**src/rtl/tsg_runlist_sched.sv**
```systemverilog
module tsg_runlist_sched #(
  parameter int AW = 16,
  parameter int NQ = 1,
  parameter int CLK_NS = 256,
  localparam int QW = (NQ > 1) ? $clog2(NQ) : 1
) (
  input  logic          clk,
  input  logic          rst_n,
  input  logic          cfg_we,
  input  logic [AW-1:0] cfg_base,
  input  logic [15:0]   cfg_len,
  input  logic          sched_dis,
  input  logic          pre_valid,
  input  logic          pre_type,
  input  logic [11:0]   pre_id,
  output logic          pre_pending,
  output logic          rd_en,
  output logic [AW-1:0] rd_addr,
  input  logic [127:0]  rd_data,
  output logic          disp_valid,
  input  logic          disp_ack,
  output logic [11:0]   disp_chid,
  output logic [QW-1:0] disp_queue,
  output logic [1:0]    disp_aperture,
  output logic [11:0]   disp_tsgid,
  output logic          run_active,
  output logic [11:0]   run_tsgid
);
  localparam int PRE = (1024 + CLK_NS - 1) / CLK_NS;
  localparam int PW  = $clog2(PRE + 1);
  localparam int UW  = 23;

  typedef enum logic [2:0] {S_IDLE, S_HRD, S_HWT, S_CRD, S_CWT, S_DISP, S_RUN} st_t;
  st_t st;

  logic [AW-1:0] base;
  logic [15:0]   len, idx, nidx;
  logic [11:0]   tsg, chid;
  logic [7:0]    left;
  logic [UW-1:0] units;
  logic [PW-1:0] pcnt;
  logic [QW-1:0] q_r;
  logic [1:0]    ap_r;
  logic          live, chan_live, pend, hit, run_end;

  assign nidx = (idx + 16'd1 == len) ? 16'd0 : idx + 16'd1;
  assign hit  = pre_valid && live &&
                (pre_type ? (pre_id == tsg) : (chan_live && pre_id == chid));
  assign run_end = (st == S_RUN) && (units == '0 || pend);

  assign rd_en         = (st == S_HRD) || (st == S_CRD);
  assign rd_addr       = base + AW'(idx);
  assign disp_valid    = (st == S_DISP);
  assign disp_chid     = chid;
  assign disp_queue    = q_r;
  assign disp_aperture = ap_r;
  assign disp_tsgid    = tsg;
  assign run_active    = (st == S_RUN);
  assign run_tsgid     = tsg;
  assign pre_pending   = pend;

  always_ff @(posedge clk) begin
    if (!rst_n) begin
      st <= S_IDLE; base <= '0; len <= '0; idx <= '0;
      tsg <= '0; chid <= '0; left <= '0; units <= '0; pcnt <= '0;
      q_r <= '0; ap_r <= '0; live <= 1'b0; chan_live <= 1'b0; pend <= 1'b0;
    end else if (cfg_we) begin
      base <= cfg_base; len <= cfg_len; idx <= '0;
      st <= S_IDLE; live <= 1'b0; chan_live <= 1'b0; pend <= 1'b0;
    end else begin
      if (run_end) pend <= 1'b0;
      else if (hit) pend <= 1'b1;
      case (st)
        S_IDLE: if (len != 16'd0 && !sched_dis) st <= S_HRD;
        S_HRD:  st <= S_HWT;
        S_HWT: begin
          idx <= nidx;
          if (!rd_data[0] || rd_data[39:32] == 8'd0) begin
            st <= S_IDLE;
          end else begin
            tsg   <= rd_data[75:64];
            left  <= rd_data[39:32];
            units <= UW'(rd_data[31:24]) << rd_data[19:16];
            live  <= 1'b1;
            chan_live <= 1'b0;
            st    <= S_CRD;
          end
        end
        S_CRD: st <= S_CWT;
        S_CWT: begin
          idx       <= nidx;
          chid      <= rd_data[75:64];
          ap_r      <= rd_data[5:4];
          q_r       <= (int'(rd_data[1]) < NQ) ? QW'(rd_data[1]) : '0;
          chan_live <= 1'b1;
          st        <= S_DISP;
        end
        S_DISP: if (disp_ack) begin
          left <= left - 8'd1;
          if (left == 8'd1) begin
            pcnt <= PW'(PRE - 1);
            st   <= S_RUN;
          end else begin
            st <= S_CRD;
          end
        end
        S_RUN: begin
          if (run_end) begin
            st <= S_IDLE; live <= 1'b0; chan_live <= 1'b0;
          end else if (pcnt == '0) begin
            units <= units - UW'(1);
            pcnt  <= PW'(PRE - 1);
          end else begin
            pcnt <= pcnt - PW'(1);
          end
        end
        default: st <= S_IDLE;
      endcase
    end
  end


  idle_when_empty_chk: assert property (@(posedge clk) disable iff (!rst_n)
    (len == 16'd0) |-> !rd_en);


  hold_dispatch_chk: assert property (@(posedge clk) disable iff (!rst_n)
    (disp_valid && !disp_ack && !cfg_we) |=>
      (disp_valid && $stable(disp_chid) && $stable(disp_queue) && $stable(disp_tsgid)));


  queue_range_chk: assert property (@(posedge clk) disable iff (!rst_n)
    disp_valid |-> (int'(disp_queue) < NQ));


  start_enabled_chk: assert property (@(posedge clk) disable iff (!rst_n)
    (st == S_HRD && $past(st) == S_IDLE && !$past(cfg_we)) |-> !$past(sched_dis));


  preempt_ends_chk: assert property (@(posedge clk) disable iff (!rst_n)
    (run_active && pre_pending && !cfg_we) |=> (!run_active && !pre_pending));


  pending_owner_chk: assert property (@(posedge clk) disable iff (!rst_n)
    pre_pending |-> live);
endmodule

```
**config.mk**
```make
export PLATFORM = sky130hd
export DESIGN_NAME = tsg_runlist_sched
export DESIGN_NICKNAME = d
export VERILOG_FILES = /design/src/rtl/tsg_runlist_sched.sv
export SDC_FILE = /design/constraint.sdc
export NUM_CORES = 1
export LEC_CHECK = 0
export CAP_MARGIN = 20
export CORE_UTILIZATION = 40
export CTS_CLUSTER_DIAMETER = 150
export CTS_CLUSTER_SIZE = 10
export DETAILED_ROUTE_END_ITERATION = 7
export DONT_BUFFER_PORTS = 1
export MAX_ROUTING_LAYER = met4
export SYNTH_ARGS = -nofsm -noshare
export SYNTH_HDL_FRONTEND = slang
export SYNTH_SLANG_ARGS = --single-unit
```
**constraint.sdc**
```tcl
create_clock -name clk -period 2.3 [get_ports clk]
set_input_delay 0.46 -clock clk [delete_from_list [all_inputs] [get_ports clk]]
set_output_delay 0.46 -clock clk [all_outputs]
set_load 0.02 [all_outputs]
```
; ---- After elaboration in Yosys (flattened, before gate mapping)
; Cells that the tools add are included.
[word_totals]
reg_bits = 115
latch_bits = 0
mem_bits_rw = 0
romBits = 0
input_bits = 179
output_inout_bits = 59
mem_count = 0
[classes]
n_addsub = 5
n_mul = 0
div_mod_pow = 0
order_cmp = 1
n_eq_ne = 17
shift = 1
muxes = 26
bitwise_logic = 3
reduce_logical = 30
[op_table]
columns = cell, count
row1 = 23-bit 2-to-1 mux, 3
row2 = 23-bit case mux with 2 select lines, 1
row3 = 12-bit == test, 2
row4 = 3-bit 2-to-1 mux, 8
row5 = 23-bit zero test, 1
row6 = 8-bit by 4-bit left shift with 23-bit output, 1
row7 = "23-bit by 1-bit subtractor with 23-bit output, second input constant", 1
row8 = 3-bit case mux with 7 select lines, 1
row9 = "16-bit by 1-bit adder with 16-bit output, second input constant", 1
row10 = 16-bit adder, 1
row11 = 16-bit == test, 1
row12 = 16-bit 2-to-1 mux, 1
row13 = 8-bit 2-to-1 mux, 2
row14 = 8-bit case mux with 2 select lines, 1
row15 = 16-bit nonzero test, 1
row16 = 3-bit AND reduction, 4
row17 = 5-bit AND reduction, 2
row18 = "3-bit == test, second input constant", 3
row19 = "8-bit by 1-bit == test with 1-bit output, second input constant", 1
row20 = 8-bit zero test, 1
row21 = "2-bit by 1-bit inequality test with 1-bit output, second input constant", 4
row22 = "8-bit by 1-bit subtractor with 8-bit output, second input constant", 1
row23 = "3-bit by 2-bit == test with 1-bit output, second input constant", 2
row24 = 3-bit zero test, 2
row25 = 19 further kinds, 37

; ---- Logic depth before layout (Yosys ltp)
[depth]
depth_word = 5
depth_mapped = 10
mapped_depth_nobuf = 10

; ---- Worst setup path before layout
; No wires, ideal clock.
[synth_timing]
path_kind = register to output
start = register idx[0]
end = output rd_addr[14]
arrival_time_ns = 2.647
required_ns = 1.840
path_slack_ns = -0.807
stages_incl_launch_ff = 10
n_path_buf = 0
cell_sequence = dfxtp_1 > ha_1 > inv_1 > fa_1 > nor2b_1 > o31a_1 > o211ai_1 > a21oi_1 > o31ai_1 > o311ai_0
[synth_between]
elab_chain_len = 1
[synth_lines]
columns = element, line
row1 = "start, declared", 37  ; logic [15:0] len, idx, nidx;
row2 = "start signal, assigned", 77  ; idx <= nidx;
row3 = "start signal, assigned", 91  ; idx <= nidx;
row4 = 16-bit adder, 52  ; assign rd_addr = base + AW'(idx);
row5 = "end, declared", 18  ; output logic [AW-1:0] rd_addr,
; No other way between the ends.

; ---- Worst setup path after layout
; Same ends and word-level chain as after synthesis.

==> results.txt <==
chip height -> 137 um
NumNets Final -> 1187
gp weighted congestion -> 0.834
area of the multi-input gates -> 0.00517 mm2
fin crit period -> 3.01 ns
slack of the critical path -> -0.705 ns
antenna diode count -> 0
Pins Over Slew Limit -> 0
clk root buf -> clkbuf_16
CTS Sinks -> 114
initial antenna violation count -> 0
slew of the pin with the lowest slew margin -> 0.582 ns
wl on met1 -> 9730 um
Mapped Area -> 0.00728 mm2
RSZ-0062 raised after global routing -> yes
Highest Signal Layer -> met4
dpl ws -> -0.322 ns
DP Cell Count -> 1169
worst hold path class -> primary input to register
final hold vios -> 0
final std cells w/o fill -> 1224
CP required -> 1.84 ns
DRT Pass-1 Iters -> 6
max incr delay on CP -> 0.39 ns
Syn Area/Cell -> 7.99 um2
Filler cells -> 1616
global route overflow -> 0
Area after DPL -> 0.00813 mm2
largest net degree at the start of global routing -> 66
H-tree depth -> 4
IO Port Bufs -> 0
vias in the first global route -> 6504
Initial Util -> 0.415
Yosys top cell by area -> dfxtp_1
count leader, synth -> dfxtp_1
crit-path cells -> ha_4 -> inv_2 -> fa_2 -> nor2b_2 -> o31a_1 -> o211ai_1 -> a21oi_2 -> o31ai_4 -> nand3_2 -> o311ai_4
Worst Skew -> 0.0132 ns
Area contributors post-synth -> dfxtp_1 (31%), mux2i_1 (7.3%), nor2_1 (5.3%), nand2_1 (4.8%), xnor2_1 (4.6%)
Post-synth top cells -> dfxtp_1 (114), nor2_1 (102), nand2_1 (93)
clock transition at the registers of the reported paths -> 0.05 ns
Post-synth top flop -> dfxtp_1
Seq/Total Area, Yosys -> 0.313
crit path kind -> register to output port
IO Pins -> 238
Yosys warning count -> 0
Post-Route WL -> 21000 um
Area Growth Syn to Fin -> 31.2%
core area -> 0.0175 mm2
Pwr per Cell Area -> 571 mW/mm2
FP Rows -> 48
Yosys cell types -> 72
GRT Util Overall -> 0.226
slew margin rel. -> 0.612
post-route clock period utilization -> 1.31
setup_tns -> -6.08 ns
Leakage Power -> 3.80 nW
maximum net fanout on the critical path -> 3
startpoint types -> register
violated checks -> setup timing
ratio of cells with drive above 1 in the final layout -> 0.284
Setup violations, final -> 27
Max Freq -> 333 MHz
number of flops mapped to enable cells by yosys -> 0
die area -> 0.0187 mm2
Via density -> 5.67
Peak VDD IR -> 0.555 mV
Antenna Nets Post-Route -> 0
register area -> 0.00230 mm2
Mapped Cells -> 911
met2 routed WL -> 9580 um
DR DRC count -> 0
Critical Path AT -> 2.55 ns
synthesized flop and latch total -> 114
Synth Net Count -> 1112
Final HPWL DP -> 14500 um
final instance area -> 0.00955 mm2
Worst path slowest cell -> o31ai_4
clock latency on the worst-skew pair -> 0.42 ns
DR vias -> 6936
met3 wire length -> 1360 um
Yosys top cell area share -> 0.313
Max-Cap Viols -> 0
routed len/inst -> 17.2 um
CTS tree -> yes
width of the chip -> 137 um
first-pass GRT wire length -> 32400 um
Pwr Total -> 5.45 mW
crit end category -> output port
Max Buffers Root-to-Sink -> 2
DR iter-0 viols -> 462
CTS Buf Count -> 17
outcome -> finished with violations
asr flop ratio synth -> 0
## power breakdown
part | internal [mW] | total (mW) | leakage [nW] | switching, mW
sequential | 2.02 | 2.07 | 0.929 | 0.0508
clock | 1.87 | 2.81 | 0.315 | 0.940
combinational | 0.266 | 0.570 | 2.56 | 0.304
## per-stage QoR
step / hold slack, ns / util
after CTS: 0.158 / 0.518
after detailed placement: 0.443 / 0.464
after global placement: 0.438 / 0.464
after global routing: 0.157 / 0.545
after floorplan: 0.431 / -
final: 0.176 / 0.545
## worst paths after layout
check,from,endpoint,slack (ns),cells past startpoint
max,idx[0],rd_addr[14],-0.71,10
min,rst_n,units[8],0.18,1
max reg2reg,units[15],units[22],-0.06,9
min reg2reg,live,live,0.46,2
## layout by cell type (no fill, tap or decap), types with 16 or more instances in the layout
cell / n
a21oi_1: 47
buf_4: 102
clkbuf_16: 20
dfxtp_1: 105
ha_1: 16
inv_1: 21
mux2i_1: 53
nand2_1: 86
nand3_1: 20
nor2_1: 94
nor3_1: 32
nor4_1: 17
o21ai_0: 21
xnor2_1: 29
xor2_1: 32
## cell type report
class / instances / area share
clock buffers: 23 / 0.0532
clock inverters: 9 / 0.0130
inverters: 26 / 0.0110
multi-input cells: 705 / 0.542
flip-flops and latches: 114 / 0.240
well taps: 225 / 0.0295
repair buffers: 122 / 0.111
## per-layer routing
layer,up-vias,global-route usage
met3,30,0.0500
met5,-,-
li1,3432,-
met2,252,0.343
met1,3222,0.296
met4,0,0.0745
## critical path: cells and delay by family (launching register included)
kind | cells | cell delay, ns
AO/OA/AOI/OAI | 5 | 1.19
adder cells (fa/ha/maj) | 2 | 0.35
flip-flops | 1 | 0.34
AND/OR/NAND/NOR | 2 | 0.20
buffers and inverters | 1 | 0.05
## what timing repair did
action | 4_1_cts | 5_1_grt
gates cloned | 2 | 3
pin swaps | 32 | 58
endpoints found under the setup margin | 46 | 72
buffers inserted | 15 | 6
gates resized for setup | 42 | 97
hold buffers | 0 | 0
## logic make-up after synthesis
group | count (synthesis) | synth area share
buffers and inverters | 92 | 0.0581
other | 1 | 0.000515
XOR/XNOR | 70 | 0.0842
flip-flops | 114 | 0.313
AND/OR/NAND/NOR | 349 | 0.232
AO/OA/AOI/OAI | 204 | 0.186
multiplexers | 59 | 0.0868
adder cells (fa/ha/maj) | 22 | 0.0388
## flip-flops by register name (all words and copies together) (netlist names)
| register | cells |
|---|---|
| base | 16 |
| chan_live | 1 |
| disp_aperture | 2 |
| disp_chid | 12 |
| disp_tsgid | 12 |
| idx | 16 |
| left | 8 |
| len | 16 |
| live | 1 |
| pcnt | 3 |
| pre_pending | 1 |
| st | 3 |
| units | 23 |
(Power assumes the default switching activity.)
